## src/rtl/tick_timer_pkg.sv

```systemverilog
package tick_timer_pkg;

  localparam int BUS_W = 32;

  // word select taken from address bits 3:2
  typedef enum logic [1:0] {
    SEL_MODE   = 2'd0,
    SEL_ALARM  = 2'd1,
    SEL_VALUE  = 2'd2,
    SEL_STATUS = 2'd3
  } word_sel_e;

  // strobes from control to datapath
  typedef struct packed {
    logic restart;
  } ctl_strobe_t;

  // events from datapath to control
  typedef struct packed {
    logic step;
    logic hit;
  } dp_event_t;

endpackage

```

## src/rtl/tick_timer_dp.sv

```systemverilog
module tick_timer_dp
  import tick_timer_pkg::*;
#(
  parameter int PRE_W = 16,
  parameter int CNT_W = 32
) (
  input  logic             clk,
  input  logic             rstN,
  input  ctl_strobe_t      strobe,
  input  logic [PRE_W-1:0] reloadVal,
  input  logic [CNT_W-1:0] alarmVal,
  output logic [CNT_W-1:0] cntValue,
  output dp_event_t        ev
);

  logic [PRE_W-1:0] preCnt;
  logic [PRE_W-1:0] lastTap;
  logic [CNT_W-1:0] cntQ;
  logic [CNT_W-1:0] cntNext;
  logic             stepNow;

  // reload 0 wraps to all ones, which gives a full 2^PRE_W period
  assign lastTap = reloadVal - PRE_W'(1);
  assign stepNow = !strobe.restart && (preCnt == lastTap);
  assign cntNext = cntQ + CNT_W'(1);

  always_ff @(posedge clk) begin
    if (!rstN) begin
      preCnt <= '0;
      cntQ   <= '0;
    end else if (strobe.restart) begin
      preCnt <= '0;
      cntQ   <= '0;
    end else if (stepNow) begin
      preCnt <= '0;
      cntQ   <= cntNext;
    end else begin
      preCnt <= preCnt + PRE_W'(1);
    end
  end

  assign cntValue = cntQ;
  assign ev.step  = stepNow;
  assign ev.hit   = stepNow && (cntNext == alarmVal);

endmodule

```

## src/rtl/tick_timer_ctrl.sv

```systemverilog
module tick_timer_ctrl
  import tick_timer_pkg::*;
#(
  parameter int PRE_W  = 16,
  parameter int CNT_W  = 32,
  parameter int ADDR_W = 4
) (
  input  logic              clk,
  input  logic              rstN,
  input  logic              busSel,
  input  logic              busWr,
  input  logic [ADDR_W-1:0] busAddr,
  input  logic [BUS_W-1:0]  busWdata,
  output logic [BUS_W-1:0]  busRdata,
  input  dp_event_t         ev,
  input  logic [CNT_W-1:0]  cntValue,
  output ctl_strobe_t       strobe,
  output logic [PRE_W-1:0]  reloadVal,
  output logic [CNT_W-1:0]  alarmVal,
  output logic [1:0]        intEn,
  output logic [1:0]        flagsQ,
  output logic              irq
);

  localparam int EN_LSB  = PRE_W;
  localparam int RST_BIT = PRE_W + 2;
  localparam logic [PRE_W-1:0] RELOAD_RST = PRE_W'(1) << (PRE_W - 1);

  word_sel_e  wordSel;
  logic       wrMode;
  logic       wrAlarm;
  logic       statusRd;
  logic [1:0] setVec;
  logic       unusedBits;

  assign wordSel  = word_sel_e'(busAddr[3:2]);
  assign wrMode   = busSel && busWr && (wordSel == SEL_MODE);
  assign wrAlarm  = busSel && busWr && (wordSel == SEL_ALARM);
  assign statusRd = busSel && !busWr && (wordSel == SEL_STATUS);
  assign unusedBits = ^{busAddr[1:0], busAddr[ADDR_W-1:2], busWdata};

  assign strobe.restart = wrMode && busWdata[RST_BIT];

  always_ff @(posedge clk) begin
    if (!rstN) begin
      reloadVal <= RELOAD_RST;
      intEn     <= 2'b00;
    end else if (wrMode) begin
      reloadVal <= busWdata[PRE_W-1:0];
      intEn     <= busWdata[EN_LSB+1:EN_LSB];
    end
  end

  always_ff @(posedge clk) begin
    if (!rstN) begin
      alarmVal <= '1;
    end else if (wrAlarm) begin
      alarmVal <= busWdata[CNT_W-1:0];
    end
  end

  // bit 0 alarm, bit 1 increment; an event beats a clearing read
  assign setVec = {ev.step, ev.hit};

  for (genvar i = 0; i < 2; i++) begin : g_flag
    always_ff @(posedge clk) begin
      if (!rstN) begin
        flagsQ[i] <= 1'b0;
      end else if (setVec[i]) begin
        flagsQ[i] <= 1'b1;
      end else if (statusRd) begin
        flagsQ[i] <= 1'b0;
      end
    end
  end

  assign irq = |(flagsQ & intEn);

  always_comb begin
    busRdata = '0;
    if (busSel && !busWr) begin
      case (wordSel)
        SEL_MODE: begin
          busRdata[PRE_W-1:0]         = reloadVal;
          busRdata[EN_LSB+1:EN_LSB]   = intEn;
        end
        SEL_ALARM:  busRdata[CNT_W-1:0] = alarmVal;
        SEL_VALUE:  busRdata[CNT_W-1:0] = cntValue;
        SEL_STATUS: busRdata[1:0]       = flagsQ;
        default:    busRdata = '0;
      endcase
    end
  end

endmodule

```

## src/rtl/tick_timer.sv

```systemverilog
module tick_timer
  import tick_timer_pkg::*;
#(
  parameter int PRE_W  = 16,
  parameter int CNT_W  = 32,
  parameter int ADDR_W = 4
) (
  input  logic              clk,
  input  logic              rstN,
  input  logic              busSel,
  input  logic              busWr,
  input  logic [ADDR_W-1:0] busAddr,
  input  logic [31:0]       busWdata,
  output logic [31:0]       busRdata,
  output logic              irq
);

  ctl_strobe_t      strobe;
  dp_event_t        dpEv;
  logic [PRE_W-1:0] reloadVal;
  logic [CNT_W-1:0] alarmVal;
  logic [CNT_W-1:0] cntValue;
  logic [1:0]       intEn;
  logic [1:0]       flagsQ;
  logic             stepEv;

  assign stepEv = dpEv.step;

  tick_timer_ctrl #(
    .PRE_W(PRE_W), .CNT_W(CNT_W), .ADDR_W(ADDR_W)
  ) ctrl_i (
    .clk(clk), .rstN(rstN),
    .busSel(busSel), .busWr(busWr), .busAddr(busAddr),
    .busWdata(busWdata), .busRdata(busRdata),
    .ev(dpEv), .cntValue(cntValue),
    .strobe(strobe), .reloadVal(reloadVal), .alarmVal(alarmVal),
    .intEn(intEn), .flagsQ(flagsQ), .irq(irq)
  );

  tick_timer_dp #(
    .PRE_W(PRE_W), .CNT_W(CNT_W)
  ) dp_i (
    .clk(clk), .rstN(rstN),
    .strobe(strobe), .reloadVal(reloadVal), .alarmVal(alarmVal),
    .cntValue(cntValue), .ev(dpEv)
  );

endmodule

```

## config.mk

```make
export PLATFORM = sky130hd
export DESIGN_NAME = tick_timer
export DESIGN_NICKNAME = d
export VERILOG_FILES = /design/src/rtl/tick_timer_pkg.sv /design/src/rtl/tick_timer_dp.sv /design/src/rtl/tick_timer_ctrl.sv /design/src/rtl/tick_timer.sv
export SDC_FILE = /design/constraint.sdc
export NUM_CORES = 1
export LEC_CHECK = 0
export CELL_PAD_IN_SITES_DETAIL_PLACEMENT = 1
export CELL_PAD_IN_SITES_GLOBAL_PLACEMENT = 1
export CORE_UTILIZATION = 35
export CTS_CLUSTER_DIAMETER = 60
export DETAILED_ROUTE_END_ITERATION = 6
export PLACE_DENSITY = 0.77
export SYNTH_ARGS = -nofsm -noshare
export SYNTH_HDL_FRONTEND = slang
export SYNTH_SLANG_ARGS = --single-unit
```

## constraint.sdc

```tcl
create_clock -name clk -period 3.4 [get_ports clk]
set_clock_uncertainty 0.2 [all_clocks]
set_input_delay 0.85 -clock clk [delete_from_list [all_inputs] [get_ports clk]]
set_output_delay 0.85 -clock clk [all_outputs]
set_load 0.005 [all_outputs]
```

After elaboration in Yosys (flattened, before gate mapping)
Cells that the tools add are included.
- divide/modulo/power cells: 0
- multipliers: 0
- add/sub/neg operators: 3
- bitwise logic cells: 2
- order comparisons: 0
- eq/ne operators: 5
- shift operators: 0
- mux-type cells: 7
- reductions and logical operators: 16
- operators by type and width (kind ; number):
    $pmux W16 S3 ; 1
    $add A32 B1 Y32 const B ; 1
    $eq A32 B32 Y1 ; 1
    $mux W32 ; 1
    $pmux W14 S2 ; 1
    $add A16 B1 Y16 const B ; 1
    $eq A16 B16 Y1 ; 1
    $sub A16 B1 Y16 const B ; 1
    $logic_and A1 B1 Y1 ; 8
    $pmux W2 S4 ; 1
    $eq A2 B2 Y1 const B ; 2
    $reduce_bool A2 Y1 ; 2
    $reduce_or A2 Y1 ; 2
    $mux W1 ; 3
    $reduce_or A3 Y1 ; 1
    $and A2 B2 Y2 ; 1
    $eq A2 B1 Y1 const B ; 1
    $logic_not A1 Y1 ; 2
    $logic_not A2 Y1 ; 1
    $not A1 Y1 ; 1
- memories kept: 0
- memory bits (writable): 0
- output and inout bits: 33
- word-level logic and storage cells: 40
- latch bits: 0
- register bits: 100
- input port bits: 40
- bits in read-only memories: 0

Longest topological paths before layout
Gate-level depths: netlist of run 1.
- depth in word-level cells: 7
- gate-level depth with buffers: 13
- mapped depth without buffers: 9

By module
From an unflattened synthesis of run 1, not the netlist that was laid out.
- cell total of the unflattened synthesis: 768
- area, all modules: 6187.2 µm²
- by module, submodules not included (module ; area each (µm²) ; cells each ; times used ; sequential area each (µm²)):
    tick_timer_dp ; 3484.6 ; 440 ; 1 ; 960.9
    tick_timer_ctrl ; 2702.6 ; 328 ; 1 ; 1041.0

Worst setup path after synthesis of run 1
OpenSTA, ideal clock, no wires.
- path kind: input -> register
- start: input busAddr[2]
- end: register dp_i.cntQ[29], in the netlist dp_i.cntValue[29]
- cell stages on the path: 11
- arrival time: 2938 ps
- library setup time: 70 ps
- path buffers: 2
- slack: 192 ps
- required time: 3130 ps
- cell sequence: inv_1 > ha_1 > clkbuf_1 > and3_1 > a211oi_1 > nand4b_1 > nor4_2 > nand4_2 > buf_2 > or4_1 > a21oi_1
- cells in the longest elaborated chain, start to end: 5
- elaborated cells on any way between the ends: 6
- classes of those cells: reduce/logical: 6
- RTL lines (what ; line ; source):
    from (decl) ; tick_timer.sv:12 ; input logic [ADDR_W-1:0] busAddr,
    $logic_not A2 Y1 (*) ; tick_timer_ctrl.sv:37 ; assign wrMode = busSel && busWr && (wordSel == SEL_MODE);
    $logic_and A1 B1 Y1 (*) ; tick_timer_ctrl.sv:37 ;
    $logic_and A1 B1 Y1 (*) ; tick_timer_ctrl.sv:42 ; assign strobe.restart = wrMode && busWdata[RST_BIT];
    $logic_not A1 Y1 ; tick_timer_dp.sv:24 ; assign stepNow = !strobe.restart && (preCnt == lastTap);
    $logic_and A1 B1 Y1 ; tick_timer_dp.sv:24 ;
    to (signal assigned) ; tick_timer_dp.sv:36 ; cntQ <= cntNext;
    to (decl) ; tick_timer_dp.sv:18 ; logic [CNT_W-1:0] cntQ;
Mark *: on every way between the ends. The rest lies on a longest branch, timed or not.
A chain may end at the register's enable or synchronous reset.

Worst setup path in the final report of run 1
- start: input busAddr[3]
- end: output busRdata[31]
- cells in the longest elaborated chain, start to end: 3
- elaborated cells on any way between the ends: 4
- classes of those cells: eq/ne: 2; mux: 2
- RTL lines (what ; line ; source):
    $eq A2 B2 Y1 or $eq A2 B1 Y1 (tied branches) ; tick_timer_ctrl.sv:82 ; case (wordSel)
    $pmux W14 S2 (*) ; tick_timer_ctrl.sv:82 ;
    $mux W32 (*) ; tick_timer_ctrl.sv:81 ; if (busSel && !busWr) begin
    to (decl) ; tick_timer.sv:14 ; output logic [31:0] busRdata,
Marks and branches as above.

==> flow_summary.ini, run 1 <==
[run_status]
status = complete, no violations

[critical_path]
crit_arrival_ps = 2270
crit_path_start_kind = primary input
cp_cell_sequence = buf_2, inv_2, ha_2, nand2_1, buf_4, nor2_1, clkdlybuf4s50_1
worst-setup-path-type = in2out
regToRegSetupSlack_ps = 190
critical_path.max_fanout = 14
ff2ff_path_depth = 8
critPathCaptureType = output port
rr_endpoint = ctrl_i.flagsQ[0]
r2r-start = dp_i.cntValue[1]
startpoint = busAddr[3]
max_stage_delay_ps = 520
cpMaxStageDelayCell = clkdlybuf4s50_1
cp.required_ps = 2350

[route]
first_iter_violations = 524
num_vias = 6789
drt-total-wl_mm = 23.05
wl_per_cell_um = 19.65
drt_pass1_iterations = 7
drc = 0
antenna_left = 0
via_per_inst = 5.788

[cells_and_area]
syn_to_final_growth_pct = 28.52
fillers = 2157
fin_area_sq_um = 8192
fin_nets = 992
drive_gt1_frac = 0.1340
n_antenna_cell = 0

[clock_tree]
hold_buffers = 0
cts_max_level = 3
cts_made_buffers = 9
cts_tree = done
root_buffer = clkbuf_16
clk_latency_ps = 360
clkTransAtPathRegs_ps = 70
cts_sinks = 100
clockBufferDepth = 2

[pwr]
power_density_nw_per_um2 = 353.3
vdd_ir_drop_max_mv = 0.2203
power.leakage_uw = 0.003051

[floorplan]
die_w_um = 136.9
io_pins = 73
floorplan.initialDensity = 0.3634
core-area_sq_um = 17540
die-area_sq_um = 18750
die_h_um = 136.9
rows = 48

[yosys]
syn_nets = 905
syn_area_per_cell_sq_um = 7.446
synth_seq_cells = 100
synth_cells = 856
ys_seq_area_frac = 0.3141
ys_warn_count = 0
synth.cell_area_sq_um = 6374
yosysUniqueCellTypes = 61
async_flop_share = 0
synth-edff-count = 0
yosys_most_used_dff = dfxtp_1

[place]
io_buffers = 70
dpl.hpwl_mm = 16.50
placed_area_sq_um = 7704
dpl_worst_slack_ps = -555.3
gp_congestion = 0.8401

[flow_run]
drv.max_cap_violation_count = 0

[global_routing]
grt_usage = 0.2528
antenna_found_initial = 0
first_global_vias = 6787
grt_pass1_wl_mm = 36.47
grt_max_degree = 55
overflow = 0

[timing]
finalSetupViolations = 0
fmax_mhz = 301.3
slew_headroom = 0.4748
setup_ws_ps = 81.14
min_period_over_period = 0.9761
finalHoldViolations = 0
slew_viol_final = 0
rsz0062_at_grt = false
holdWs_ps = 290.3
worstMarginPinSlew_ps = 781.8
min_period_ps = 3319

[hold_path]
holdPathStages = 1
hold_end = dp_i.preCnt[0]
hold_path.class = reg2reg
hp-start = dp_i.preCnt[0]
[power by group]
group | internal (uW) | leakage [uW] | switching [uW]
sequential | 1190 | 0.000810 | 29.4
combinational | 180 | 0.00206 | 184
clock | 800 | 0.000177 | 509
total | 2170 | 0.00305 | 723
[sequential cells by signal, summed over array words and instances, names as in the netlist]
register / cells
ctrl_i.flagsQ: 2
dp_i.cntValue: 32
dp_i.preCnt: 16
ctrl_i.reloadVal: 16
ctrl_i.alarmVal: 32
ctrl_i.intEn: 2
[worst max path at each step]
stage          cells after the start                end
5_1_grt                            7       busRdata[26]
6_report                           7       busRdata[31]
3_5_place_dp                       9        busRdata[0]
2_1_floorplan                     11  dp_i.cntValue[29]
4_1_cts                            7       busRdata[26]
3_3_place_gp                       7        busRdata[7]
[cells in the final DEF, fill, tap and decap left out, drive strengths merged, types with 18 or more instances in the layout]
cell type / netlist / final
a222oi: 18 / 18
a21oi: 30 / 30
dfxtp: 100 / 100
dlygate4sd2: 0 / 23
nor2: 72 / 72
clkdlybuf4s50: 0 / 42
xor2: 28 / 28
xnor2: 47 / 47
nand4: 23 / 23
buf: 7 / 79
or3: 27 / 27
nand3: 64 / 64
a21boi: 20 / 20
o21ai: 29 / 29
nor3: 22 / 22
nand2: 146 / 146
[layer usage]
metal	track usage	up-vias	wire length (um)
met3	0.03074	25	1080
met5	0	-	0
met1	0.3456	3379	10650
li1	-	3229	-
met2	0.4127	156	10940
met4	0.07631	0	379
[timing repair]
item	4_1_cts	5_1_grt
buffers inserted	6	3
pin swaps	19	5
hold endpoints to repair	0	0
endpoints found under the setup margin	45	38
cloned	0	1
gates resized for setup	49	8
[layout make-up]
cell class,count,area (sq um),share of cell area
Clock inverter,7,145.1,0.01772
Clock buffer,9,225.2,0.02749
Inverter,13,48.80,0.005957
Sequential cell,100,2002,0.2444
Multi-Input combinational cell,672,4105,0.5011
Tap cell,225,281.5,0.03437
Timing Repair Buffer,147,1384,0.1689
[per-stage QoR]
step,cells,util,total power [uW],TNS [ps]
4_1_cts,1169,0.4628,2885,0
6_report,1173,0.4671,2894,0
3_5_place_dp,1148,0.4393,1590,-27040
5_1_grt,1173,0.4671,2971,0
2_1_floorplan,856,-,1422,0
3_3_place_gp,1148,0.4393,1581,-25380
[critical path, delay by kind of cell]
family / cells / cell delay (ps)
buf+inv: 4 / 920
simple gates: 2 / 160
fa+ha+maj: 1 / 320
[logic make-up (layout without fill, tap and decap cells)]
kind of cell    count (synthesis)  in the layout  share of synthesized area
simple gates                  427            427                     0.3288
compound gates                147            147                     0.1618
flops                         100            100                     0.3141
buf+inv                        84            176                    0.05202
xor+xnor                       75             75                     0.1031
mux                            14             14                    0.02258
fa+ha+maj                       9              9                    0.01767
[cell usage after synthesis (11+ instances only)]
library cell | n | area (sq um)
a222oi_1 | 18 | 180.2
xor2_1 | 28 | 245.2
or4_1 | 14 | 105.1
mux2i_1 | 11 | 110.1
or3_1 | 27 | 168.9
a21boi_0 | 20 | 150.1
nand3_1 | 64 | 320.3
nor2_1 | 72 | 270.3
xnor2_1 | 47 | 411.6
a22oi_1 | 15 | 112.6
o21ai_0 | 29 | 145.1
nand2_1 | 146 | 548.0
dfxtp_1 | 100 | 2002
nor3_1 | 22 | 110.1
clkbuf_1 | 62 | 232.7
nand4_1 | 22 | 137.6
inv_1 | 13 | 48.80
a21oi_1 | 30 | 150.1
No activity file was read; power rests on OpenSTA's default activity.
==> inputs of run 2 (changes only) <==
--- a/config.mk
+++ b/config.mk
@@ -9,8 +9,9 @@
 export CELL_PAD_IN_SITES_GLOBAL_PLACEMENT = 1
 export CORE_UTILIZATION = 35
 export CTS_CLUSTER_DIAMETER = 60
+export CTS_CLUSTER_SIZE = 30
 export DETAILED_ROUTE_END_ITERATION = 6
-export PLACE_DENSITY = 0.77
+export PLACE_DENSITY_LB_ADDON = 0.1
 export SYNTH_ARGS = -nofsm -noshare
 export SYNTH_HDL_FRONTEND = slang
 export SYNTH_SLANG_ARGS = --single-unit
==> flow_summary.ini, run 2 (synthesis gave the netlist of run 1 again) <==
[timing]
tns_ps = 0
slew_headroom = 0.6272
worstMarginPinSlew_ps = 554.1
finalSetupViolations = 0
holdWs_ps = 283.4
min_period_over_period = 0.9936
min_period_ps = 3378
finalHoldViolations = 0
fmax_mhz = 296.0
slew_viol_final = 0
rsz0062_at_grt = false

[global_routing]
grt_max_degree = 55
grt_usage = 0.2627
antenna_found_initial = 1
overflow = 0
grt_pass1_wl_mm = 37.53
first_global_vias = 6999

[cells_and_area]
fin_nets = 995
mostFrequentLayoutCells = nand2_1 (146), dfxtp_1 (100), nor2_1 (69)
post-route-util = 0.4610
fillers = 2167
syn_to_final_growth_pct = 26.84
regArea_sq_um = 2002
n_antenna_cell = 0
multi_input_area_sq_um = 4131
stdcell_count = 1176
drive_gt1_frac = 0.1546
fin_area_sq_um = 8084
layout_commonest_cell = nand2_1

[clock_tree]
hold_buffers = 0
cts_max_level = 3
clk_latency_ps = 370
cts_sinks = 100
cts_made_buffers = 9
root_buffer = clkbuf_16
clockBufferDepth = 2
clkTransAtPathRegs_ps = 80
cts_tree = done

[floorplan]
die-area_sq_um = 18750
rows = 48
floorplan.initialDensity = 0.3634
die_h_um = 136.9
io_pins = 73
die_w_um = 136.9
core-area_sq_um = 17540

[place]
placed_area_sq_um = 7754
gp_congestion = 0.8646
dp.cells = 1158
io_buffers = 70
dpl.hpwl_mm = 18.26

[critical_path]
ff2ff_path_depth = 7
rr_endpoint = ctrl_i.flagsQ[0]
critical_path.max_fanout = 7
regToRegSetupSlack_ps = 180
startpoint = busAddr[3]
r2r-start = dp_i.cntValue[4]
critPathCaptureType = output port
worst-setup-path-type = in2out
crit_arrival_ps = 2330
crit_path_start_kind = primary input
cp.required_ps = 2350

[hold_path]
hold_path.class = reg2reg
hold_end = dp_i.preCnt[0]
hp-start = dp_i.preCnt[0]
holdPathStages = 1

[run_status]
status = complete, no violations

[route]
via_per_inst = 5.801
drt_pass1_iterations = 5
first_iter_violations = 491
drt-total-wl_mm = 23.83
wl_per_cell_um = 20.27
num_vias = 6822
drc = 0
antenna_left = 0

[pwr]
power.leakage_uw = 0.003021
p_comb_frac = 0.133
p_sw_uw = 750.2
p_int_uw = 1878
sw_frac_of_total = 0.2855
p_clk_frac = 0.402
vdd_ir_drop_max_mv = 0.2311
p_seq_frac = 0.465
power_density_nw_per_um2 = 325.1

[flow_run]
drv.max_cap_violation_count = 0
[run 2: worst max-delay path by stage]
stage / endpoint / slack [ps]
floorplan: dp_i.cntValue[29] / 190
global placement: busRdata[0] / -590
detailed placement: busRdata[14] / -590
CTS: busRdata[0] / -30
global route: busRdata[5] / 0.1
finish: busRdata[6] / 20
[run 2: repair_timing]
item	CTS	global route
setup endpoints to repair	62	36
pin swaps	22	28
buffers inserted	1	1
gates resized for setup	77	24
[run 2: routing by layer]
metal / wire (um) / up-vias / global-route usage
met5: 13 / - / 0
met4: 357 / 2 / 0.07631
met2: 11020 / 176 / 0.4158
met1: 11320 / 3394 / 0.3648
met3: 1129 / 29 / 0.04148
li1: - / 3221 / -
[run 2: layout make-up]
| cell class | count | area share |
|---|---|---|
| Sequential cell | 100 | 0.2476 |
| Clock buffer | 9 | 0.02786 |
| Tap cell | 225 | 0.03482 |
| Multi-Input combinational cell | 672 | 0.5111 |
| Timing Repair Buffer | 150 | 0.1639 |
| Clock inverter | 7 | 0.008667 |
| Inverter | 13 | 0.006036 |
[run 2: worst max-delay path, stage by stage]
cell             delay (ps)
dlygate4sd2_1           260
buf_4                   170
ha_4                    190
buf_4                   170
a222oi_1                390
nor2_1                   70
clkdlybuf4s15_1         220
[run 2: metrics by stage]
step	setup WS (ps)	power (uW)
after floorplan	191.5	1422
after global placement	-593.8	1575
after detailed placement	-588.1	1589
after CTS	-29.11	2646
after global routing	0.1350	2728
final	21.59	2628
[run 2: power by group through the flow]
stage	combinational, uW	clock, uW	sequential (uW)
after floorplan	186	0	1240
after global placement	329	0	1250
after detailed placement	341	0	1250
after CTS	348	1080	1220
after global routing	380	1120	1230
final	351	1060	1220
==> inputs of run 3 (changes only) <==
--- a/config.mk
+++ b/config.mk
@@ -12,6 +12,7 @@
 export CTS_CLUSTER_SIZE = 30
 export DETAILED_ROUTE_END_ITERATION = 6
 export PLACE_DENSITY_LB_ADDON = 0.1
+export SETUP_SLACK_MARGIN = 0.5
 export SYNTH_ARGS = -nofsm -noshare
 export SYNTH_HDL_FRONTEND = slang
 export SYNTH_SLANG_ARGS = --single-unit
==> flow_summary.ini, run 3 (synthesis gave the netlist of run 1 again) <==
[run_status]
status = complete, no violations

[cells_and_area]
mostFrequentLayoutCells = nand2_1 (144), dfxtp_1 (90), nand3_1 (64)
fin_nets = 1003
syn_to_final_growth_pct = 37.00
fillers = 2062
regArea_sq_um = 2024
multi_input_area_sq_um = 4542
n_antenna_cell = 0
layout_commonest_cell = nand2_1
drive_gt1_frac = 0.2430

[place]
gp_congestion = 0.8686
dpl.hpwl_mm = 17.72
io_buffers = 70

[floorplan]
die_h_um = 136.9
die-area_sq_um = 18750
core-area_sq_um = 17540
rows = 48
io_pins = 73
floorplan.initialDensity = 0.3634
die_w_um = 136.9

[hold_path]
hold_path.class = reg2reg

[critical_path]
cp.required_ps = 3490
critPathCaptureType = register
crit_path_start_kind = register
worst-setup-path-type = reg2reg
crit_arrival_ps = 3250
critical_path.max_fanout = 7

[clock_tree]
cts_max_level = 3
hold_buffers = 0
cts_sinks = 100
clk_latency_ps = 360
clockBufferDepth = 2
clkTransAtPathRegs_ps = 80
cts_made_buffers = 9
root_buffer = clkbuf_16
cts_tree = done

[pwr]
power.leakage_uw = 0.003269
vdd_ir_drop_max_mv = 0.2353
p_total_uw = 2724
power_density_nw_per_um2 = 311.9

[global_routing]
overflow = 0
grt_pass1_wl_mm = 38.10
first_global_vias = 7028
grt_max_degree = 57
antenna_found_initial = 0
grt_usage = 0.2665

[route]
drt-total-wl_mm = 25.98
drt_pass1_iterations = 5
num_vias = 7064
via_per_inst = 5.966
antenna_left = 0
drc = 0
first_iter_violations = 511
wl_per_cell_um = 21.94

[timing]
finalSetupViolations = 0
fmax_mhz = 316.5
rsz0062_at_grt = true
min_period_over_period = 0.9293
tns_ps = 0
finalHoldViolations = 0
worstMarginPinSlew_ps = 554.2
slew_headroom = 0.6279
slew_viol_final = 0
min_period_ps = 3159

[flow_run]
drv.max_cap_violation_count = 0
-- run 3: changes by cell type in the layout (fill, tap and decap cells not counted), sizes merged --
| cell | before | now |
|---|---|---|
| clkinv | 3 | 1 |
| buf | 83 | 106 |
| clkbuf | 23 | 13 |
| inv | 16 | 17 |
| clkdlybuf4s15 | 2 | 7 |
| bufbuf | 0 | 1 |
| or4 | 14 | 15 |
| dlygate4sd2 | 18 | 7 |
-- run 3: metrics by stage --
step / util / instance area, sq um / std cells / worst slack [ps] / hold slack, ps
floorplan: - / 6447 / 856 / 418.3 / 241.1
global placement: 0.4369 / 7662 / 1143 / -587.7 / 258.0
detailed placement: 0.4369 / 7662 / 1143 / -581.7 / 276.6
CTS: 0.4781 / 8384 / 1170 / 330.2 / 294.7
global route: 0.4979 / 8732 / 1184 / 201.8 / 316.3
finish: 0.4979 / 8732 / 1184 / 240.5 / 287.8
-- run 3: power by group --
group / internal, uW / switching, uW / total [uW]
logic: 224 / 221 / 446
clock network: 533 / 525 / 1060
registers: 1190 / 31.8 / 1220
-- run 3: cell type report --
cell class	instances	area share
Multi-Input combinational cell	673	0.5201
Sequential cell	100	0.2318
Timing Repair Buffer	157	0.1758
Tap cell	225	0.03224
Clock buffer	10	0.02737
Inverter	13	0.006448
Clock inverter	6	0.006161
-- run 3: repair_timing --
action	4_1_cts	5_1_grt
gates cloned	2	6
gates resized for setup	216	31
setup buffers	9	8
pin swaps	33	19
setup endpoints to repair	82	80
-- run 3: layer usage --
metal | share of wire | wire length (um) | vias up | global-route usage
met5 | 0 | 0 | - | 0
li1 | - | - | 3243 | -
met1 | 0.45 | 11580 | 3564 | 0.3574
met3 | 0.056 | 1453 | 38 | 0.03667
met4 | 0.020 | 528 | 0 | 0.08303
met2 | 0.48 | 12420 | 219 | 0.4388
-- run 3: critical path, stage by stage (launching register included) --
cell and delay, ps:
dfxtp_4 370, or4_4 560, or4_4 540, a21o_1 200, a22oi_2 200, nand4_4 170, buf_12 180, clkbuf_16 160
or3_1 350, a21oi_1 160
-- run 3: path summary, 6_finish.rpt --
check,from,end,slack [ps],cells past startpoint
max,ctrl_i.reloadVal[1],dp_i.cntValue[8],240,9
min,dp_i.preCnt[0],dp_i.preCnt[0],290,1
max reg2reg,ctrl_i.reloadVal[1],dp_i.cntValue[8],240,9
min reg2reg,dp_i.preCnt[0],dp_i.preCnt[0],290,1
